$ cat src/rtl/fsk_slicer_pkg.sv
package fsk_slicer_pkg;
  localparam int unsigned BW_CODE_W = 10;

  // leading-zero count of the code, capped at kmax
  function automatic int unsigned bw_to_shift(input logic [BW_CODE_W-1:0] code,
                                              input int unsigned kmax);
    int unsigned lz;
    lz = BW_CODE_W;
    for (int i = 0; i < BW_CODE_W; i++)
      if (code[i]) lz = BW_CODE_W - 1 - i;
    if (lz > kmax) lz = kmax;
    return lz;
  endfunction
endpackage

$ cat src/rtl/fsk_bw_decode.sv
module fsk_bw_decode
  import fsk_slicer_pkg::*;
#(
  parameter int unsigned KMAX = 6,
  parameter int unsigned SH_W = $clog2(KMAX + 1)
) (
  input  logic [BW_CODE_W-1:0] code_i,
  output logic [SH_W-1:0]      shift_o
);
  always_comb shift_o = SH_W'(bw_to_shift(code_i, KMAX));
endmodule

$ cat src/rtl/fsk_lpf2.sv
module fsk_lpf2 #(
  parameter int unsigned IN_W   = 12,
  parameter int unsigned ACC_W  = IN_W + 2,
  parameter int unsigned SH_W   = 3,
  parameter int unsigned STAGES = 2
) (
  input  logic                    clk_i,
  input  logic                    rst_ni,
  input  logic                    en_i,
  input  logic                    load_i,
  input  logic signed [IN_W-1:0]  x_i,
  input  logic [SH_W-1:0]         shift_i,
  output logic signed [ACC_W-1:0] y_o
);
  logic signed [ACC_W-1:0] st_q   [STAGES];
  logic signed [ACC_W-1:0] st_in  [STAGES];
  logic signed [ACC_W-1:0] st_nxt [STAGES];

  genvar g;
  generate
    for (g = 0; g < STAGES; g++) begin : g_stage
      logic signed [ACC_W:0] diff;
      logic signed [ACC_W:0] step;
      if (g == 0) begin : g_first
        always_comb st_in[g] = ACC_W'(x_i);
      end else begin : g_next
        always_comb st_in[g] = st_nxt[g-1];
      end
      always_comb begin
        diff      = (ACC_W+1)'(st_in[g]) - (ACC_W+1)'(st_q[g]);
        step      = diff >>> shift_i;
        st_nxt[g] = st_q[g] + ACC_W'(step);
      end
      always_ff @(posedge clk_i or negedge rst_ni) begin
        if (!rst_ni)     st_q[g] <= '0;
        else if (!en_i)  st_q[g] <= '0;
        else if (load_i) st_q[g] <= st_nxt[g];
      end
    end
  endgenerate

  assign y_o = st_nxt[STAGES-1];
endmodule

$ cat src/rtl/fsk_env_track.sv
module fsk_env_track #(
  parameter int unsigned ACC_W    = 14,
  parameter int unsigned DECAY_SH = 6
) (
  input  logic                    clk_i,
  input  logic                    rst_ni,
  input  logic                    en_i,
  input  logic                    load_i,
  input  logic signed [ACC_W-1:0] y_i,
  output logic signed [ACC_W-1:0] centre_o
);
  localparam int unsigned EW = ACC_W + 1;

  logic signed [ACC_W-1:0] hi_q, lo_q;
  logic signed [EW-1:0]    span, dec, hi_d, lo_d, hi_n, lo_n, sum;

  always_comb begin
    span = EW'(hi_q) - EW'(lo_q);
    dec  = span >>> DECAY_SH;
    hi_d = EW'(hi_q) - dec;
    lo_d = EW'(lo_q) + dec;
    hi_n = (EW'(y_i) > hi_d) ? EW'(y_i) : hi_d;
    lo_n = (EW'(y_i) < lo_d) ? EW'(y_i) : lo_d;
    sum  = hi_n + lo_n;
    centre_o = ACC_W'(sum >>> 1);
  end

  always_ff @(posedge clk_i or negedge rst_ni) begin
    if (!rst_ni) begin
      hi_q <= '0;
      lo_q <= '0;
    end else if (!en_i) begin
      hi_q <= '0;
      lo_q <= '0;
    end else if (load_i) begin
      hi_q <= ACC_W'(hi_n);
      lo_q <= ACC_W'(lo_n);
    end
  end
endmodule

$ cat src/rtl/fsk_env_slicer.sv
module fsk_env_slicer
  import fsk_slicer_pkg::*;
#(
  parameter int unsigned SMP_W    = 12,
  parameter int unsigned KMAX     = 6,
  parameter int unsigned DECAY_SH = 6
) (
  input  logic                      clk_i,
  input  logic                      rst_ni,
  input  logic                      en_i,
  input  logic                      smp_valid_i,
  input  logic [SMP_W-1:0]          smp_i,
  input  logic [BW_CODE_W-1:0]      bw_code_i,
  output logic                      bit_valid_o,
  output logic                      bit_o,
  output logic [SMP_W+1:0]          freq_est_o
);
  localparam int unsigned ACC_W = SMP_W + 2;
  localparam int unsigned SH_W  = $clog2(KMAX + 1);

  logic                    load;
  logic [SH_W-1:0]         shift;
  logic signed [ACC_W-1:0] y_w, centre_w;
  logic                    vld_q, bit_q;
  logic signed [ACC_W-1:0] est_q;

  assign load = smp_valid_i & en_i;

  fsk_bw_decode #(.KMAX(KMAX), .SH_W(SH_W)) u_bw (
    .code_i (bw_code_i),
    .shift_o(shift)
  );

  fsk_lpf2 #(.IN_W(SMP_W), .ACC_W(ACC_W), .SH_W(SH_W), .STAGES(2)) u_lpf (
    .clk_i  (clk_i),
    .rst_ni (rst_ni),
    .en_i   (en_i),
    .load_i (load),
    .x_i    ($signed(smp_i)),
    .shift_i(shift),
    .y_o    (y_w)
  );

  fsk_env_track #(.ACC_W(ACC_W), .DECAY_SH(DECAY_SH)) u_env (
    .clk_i   (clk_i),
    .rst_ni  (rst_ni),
    .en_i    (en_i),
    .load_i  (load),
    .y_i     (y_w),
    .centre_o(centre_w)
  );

  always_ff @(posedge clk_i or negedge rst_ni) begin
    if (!rst_ni) begin
      vld_q <= 1'b0;
      bit_q <= 1'b0;
      est_q <= '0;
    end else begin
      vld_q <= load;
      if (!en_i) begin
        est_q <= '0;
      end else if (load) begin
        bit_q <= (y_w > centre_w);
        est_q <= centre_w;
      end
    end
  end

  assign bit_valid_o = vld_q;
  assign bit_o       = bit_q;
  assign freq_est_o  = est_q;
endmodule

$ cat config.mk
export PLATFORM = sky130hd
export DESIGN_NAME = fsk_env_slicer
export DESIGN_NICKNAME = d
export VERILOG_FILES = /design/src/rtl/fsk_slicer_pkg.sv /design/src/rtl/fsk_bw_decode.sv /design/src/rtl/fsk_lpf2.sv /design/src/rtl/fsk_env_track.sv /design/src/rtl/fsk_env_slicer.sv
export SDC_FILE = /design/constraint.sdc
export NUM_CORES = 1
export LEC_CHECK = 0
export CORE_ASPECT_RATIO = 1.75
export CORE_MARGIN = 1.5
export CORE_UTILIZATION = 50
export CTS_CLUSTER_SIZE = 25
export DETAILED_ROUTE_END_ITERATION = 8
export GPL_TIMING_DRIVEN = 0
export MAX_ROUTING_LAYER = met4
export PLACE_DENSITY = 0.68
export SYNTH_ARGS = -nofsm -noshare
export SYNTH_HDL_FRONTEND = slang
export SYNTH_HIERARCHICAL = 1
export SYNTH_SLANG_ARGS = --single-unit
$ cat constraint.sdc
create_clock -name clk_i -period 17.4 [get_ports clk_i]
set_input_delay 5.22 -clock clk_i [delete_from_list [all_inputs] [get_ports clk_i]]
set_output_delay 5.22 -clock clk_i [all_outputs]
set_load 0.005 [all_outputs]
==> results_dict.tcl <==
set metrics [dict create \
    rrSetupSlack_ps 4660 \
    hold_path_class "reg2reg" \
    grt_pass1_vias 10670 \
    routedWlPerCell_um 20.44 \
    finalSetupTns_ps 0 \
    drive_above_1_share_pct 18.38 \
    worstSkewPairLatency_ps 350 \
    layout_worst_path_cycle_share_pct 99.46 \
    finClkSkew_ps 7.356 \
    rr_startpoint "u_lpf/st_q[15]" \
    grt_usage_pct 32.05 \
    syn_to_final_growth_pct 22.05 \
    startpoint "smp_i[1]" \
    wl_mm 33.64 \
    ant_nets 0 \
    setup_violations 0 \
    grt_max_degree 52 \
    finalHoldViolations 0 \
    path_class "in2reg" \
    synth_ff_type "dfrtp_1" \
    dieArea_um2 21750 \
    relSlewSlack_pct 39.86 \
    syn_nets 1467 \
    ios 42 \
    dieHeight_um 194.0 \
    drt_first_iter_violations 433 \
    port_buffers 36 \
    routabilityCongestion 0.9569 \
    drv_slew 0 \
    gr-total-overflow 0 \
    crit_path_max_fanout 10 \
    maxCapViolations 0 \
    rr_worst_depth 58 \
    cp.required_ps 17620 \
    rsz0062_at_grt "yes" \
    layout.nets 1574 \
    synth_cell_types 86 \
    synth_common_cells "148 x ha_1, 131 x inv_1, 110 x nor2_1" \
    cts_tree "yes" \
    drc_errors 8 \
    end_kind "flop" \
    yosysSeqAreaShare_pct 17.29 \
    critPathArrivalTime_ps 17530 \
    cts_max_level 3 \
    place_ws_ps -3701 \
    ctsHoldBuffers 0 \
    yosys-top-cells-area "ha_1 18%, dfrtp_1 17%, mux2i_1 6.2%, xnor2_1 6.0%, inv_1 4.7%" \
    fp.dieW_um 112.1 \
    yosys_warnings 6 \
    viasPerCell 6.125 \
    dr_total_vias 10080 \
    crit_path_top_delay_cell "mux4_2" \
    nFillCells 1783 \
    grt_pass1_wl_mm 52.86 \
    synth_area_per_cell_um2 8.105 \
    crit_path_max_incr_delay_ps 520 \
    antenna_found_initial 0 \
    r2r_end "bit_o" \
    dp_hpwl_mm 26.11 \
    synth-edff-count 0 \
    numCtsBuffers 9 \
    cp-start-kind "primary input" \
    initial_core_util_pct 51.15 \
    synth-seq-cells 72 \
    synthCells 1286 \
    clk_pin_slew_ps 60 \
    violations "design-rule violations" \
    hold_start "freq_est_o[7]" \
    root_buffer "clkbuf_16" \
    synthMostInstantiatedCell "ha_1" \
    period_minus_slack_ps 17310 \
    syn_area_um2 10420 \
    cts_buffer_depth 2 \
    crit_end "bit_o" \
    synth_top_area_cell "ha_1" \
    outcome "finished with violations" \
    post-route-util_pct 62.44 \
    antenna_cells 0 \
    max_clock_freq_ghz 0.05778 \
    core_um2 20370 \
    rows 69 \
    worst_pin_slew_ps 902.2 \
    detail_route.first_pass.iterations 7 \
    finalWorstSetupSlack_ps 93.53 \
    path_common_cell "ha_1" \
    cts_num_sinks 72 \
    layoutNonFillerInstCount 1646 \
    post-synth-top-area-fraction_pct 17.77 \
    ys_async_sr_fraction_pct 100.0 \
    dp_cells 1571 \
]
final cells by class:
type / instances / area, um2 / share of cell area [%]
flip-flops and latches: 72 / 1802 / 14.16
clock inverters: 4 / 20.02 / 0.1574
repair buffers: 97 / 850.8 / 6.688
multi-input cells: 1038 / 8790 / 69.10
well taps: 248 / 310.3 / 2.439
clock buffers: 12 / 246.5 / 1.938
inverters: 135 / 509.2 / 4.003
plain buffers: 40 / 192.7 / 1.515
worst min path at each step:
stage	end	slack (ps)	cells past startpoint
finish	freq_est_o[7]	550	2
CTS	freq_est_o[12]	550	2
global placement	freq_est_o[12]	530	2
floorplan	u_env/hi_q[0]	510	2
detailed placement	freq_est_o[8]	540	2
global route	freq_est_o[8]	570	2
layout by cell type, fill, tap and decap left out, types with 11 or more instances in the layout:
cell type          n
clkbuf_1          26
a21oi_2           11
xnor2_1           56
a211oi_1          20
nor2_1           102
a21oi_1           67
a21o_1            19
xnor2_2           14
o21ai_0           47
o31a_1            14
dfrtp_1           72
mux2_2            12
nor3_1            25
nor2b_1           54
ha_4              16
nand2_1           81
clkdlybuf4s50_1   32
mux2i_1           63
buf_4             59
ha_1             129
o21ai_2           11
inv_1            128
o21a_1            25
o211ai_1          11
nand3_1           15
critical path, delay by kind of cell:
kind	cells	cell delay (ps)
xor+xnor	3	470
fa+ha+maj	7	2240
mux	3	1060
buf+inv	8	1320
compound gates	25	5240
simple gates	12	1960
layer usage:
| metal | track usage, % | wire length [um] | vias to the layer above |
|---|---|---|---|
| met1 | 26.96 | 11020 | 4782 |
| met3 | 3.095 | 910 | 170 |
| li1 | - | - | 4849 |
| met2 | 60.10 | 18020 | 280 |
| met4 | 29.72 | 3700 | 0 |
| met5 | - | 0 | - |
per-stage QoR:
| stage | cell area, um2 | hold slack [ps] |
|---|---|---|
| 2_1_floorplan | 10420 | 513.9 |
| 3_3_place_gp | 11090 | 527.3 |
| 3_5_place_dp | 11120 | 537.9 |
| 4_1_cts | 12480 | 551.4 |
| 5_1_grt | 12720 | 572.0 |
| 6_report | 12720 | 547.1 |
logic make-up after synthesis:
logic type	after synthesis	share of synthesized area, %
simple gates	366	17.50
compound gates	344	22.62
buf+inv	176	6.459
fa+ha+maj	155	19.11
mux	91	10.13
xor+xnor	82	6.891
flops	72	17.29
flip-flops by register name, indices dropped and copies added, names as in the netlist:
name	flops
u_env/lo_q	14
freq_est_o	14
bit_valid_o	1
u_lpf/st_q	28
bit_o	1
u_env/hi_q	14
repair_timing:
item	CTS	global route
gates resized for setup	149	37
endpoints found under the hold margin	0	0
pin swaps	70	30
setup endpoints to repair	19	3
setup buffers	54	6
Power is not shown: default switching activity piles up to over one toggle a cycle in this logic, so the estimate is an artifact.
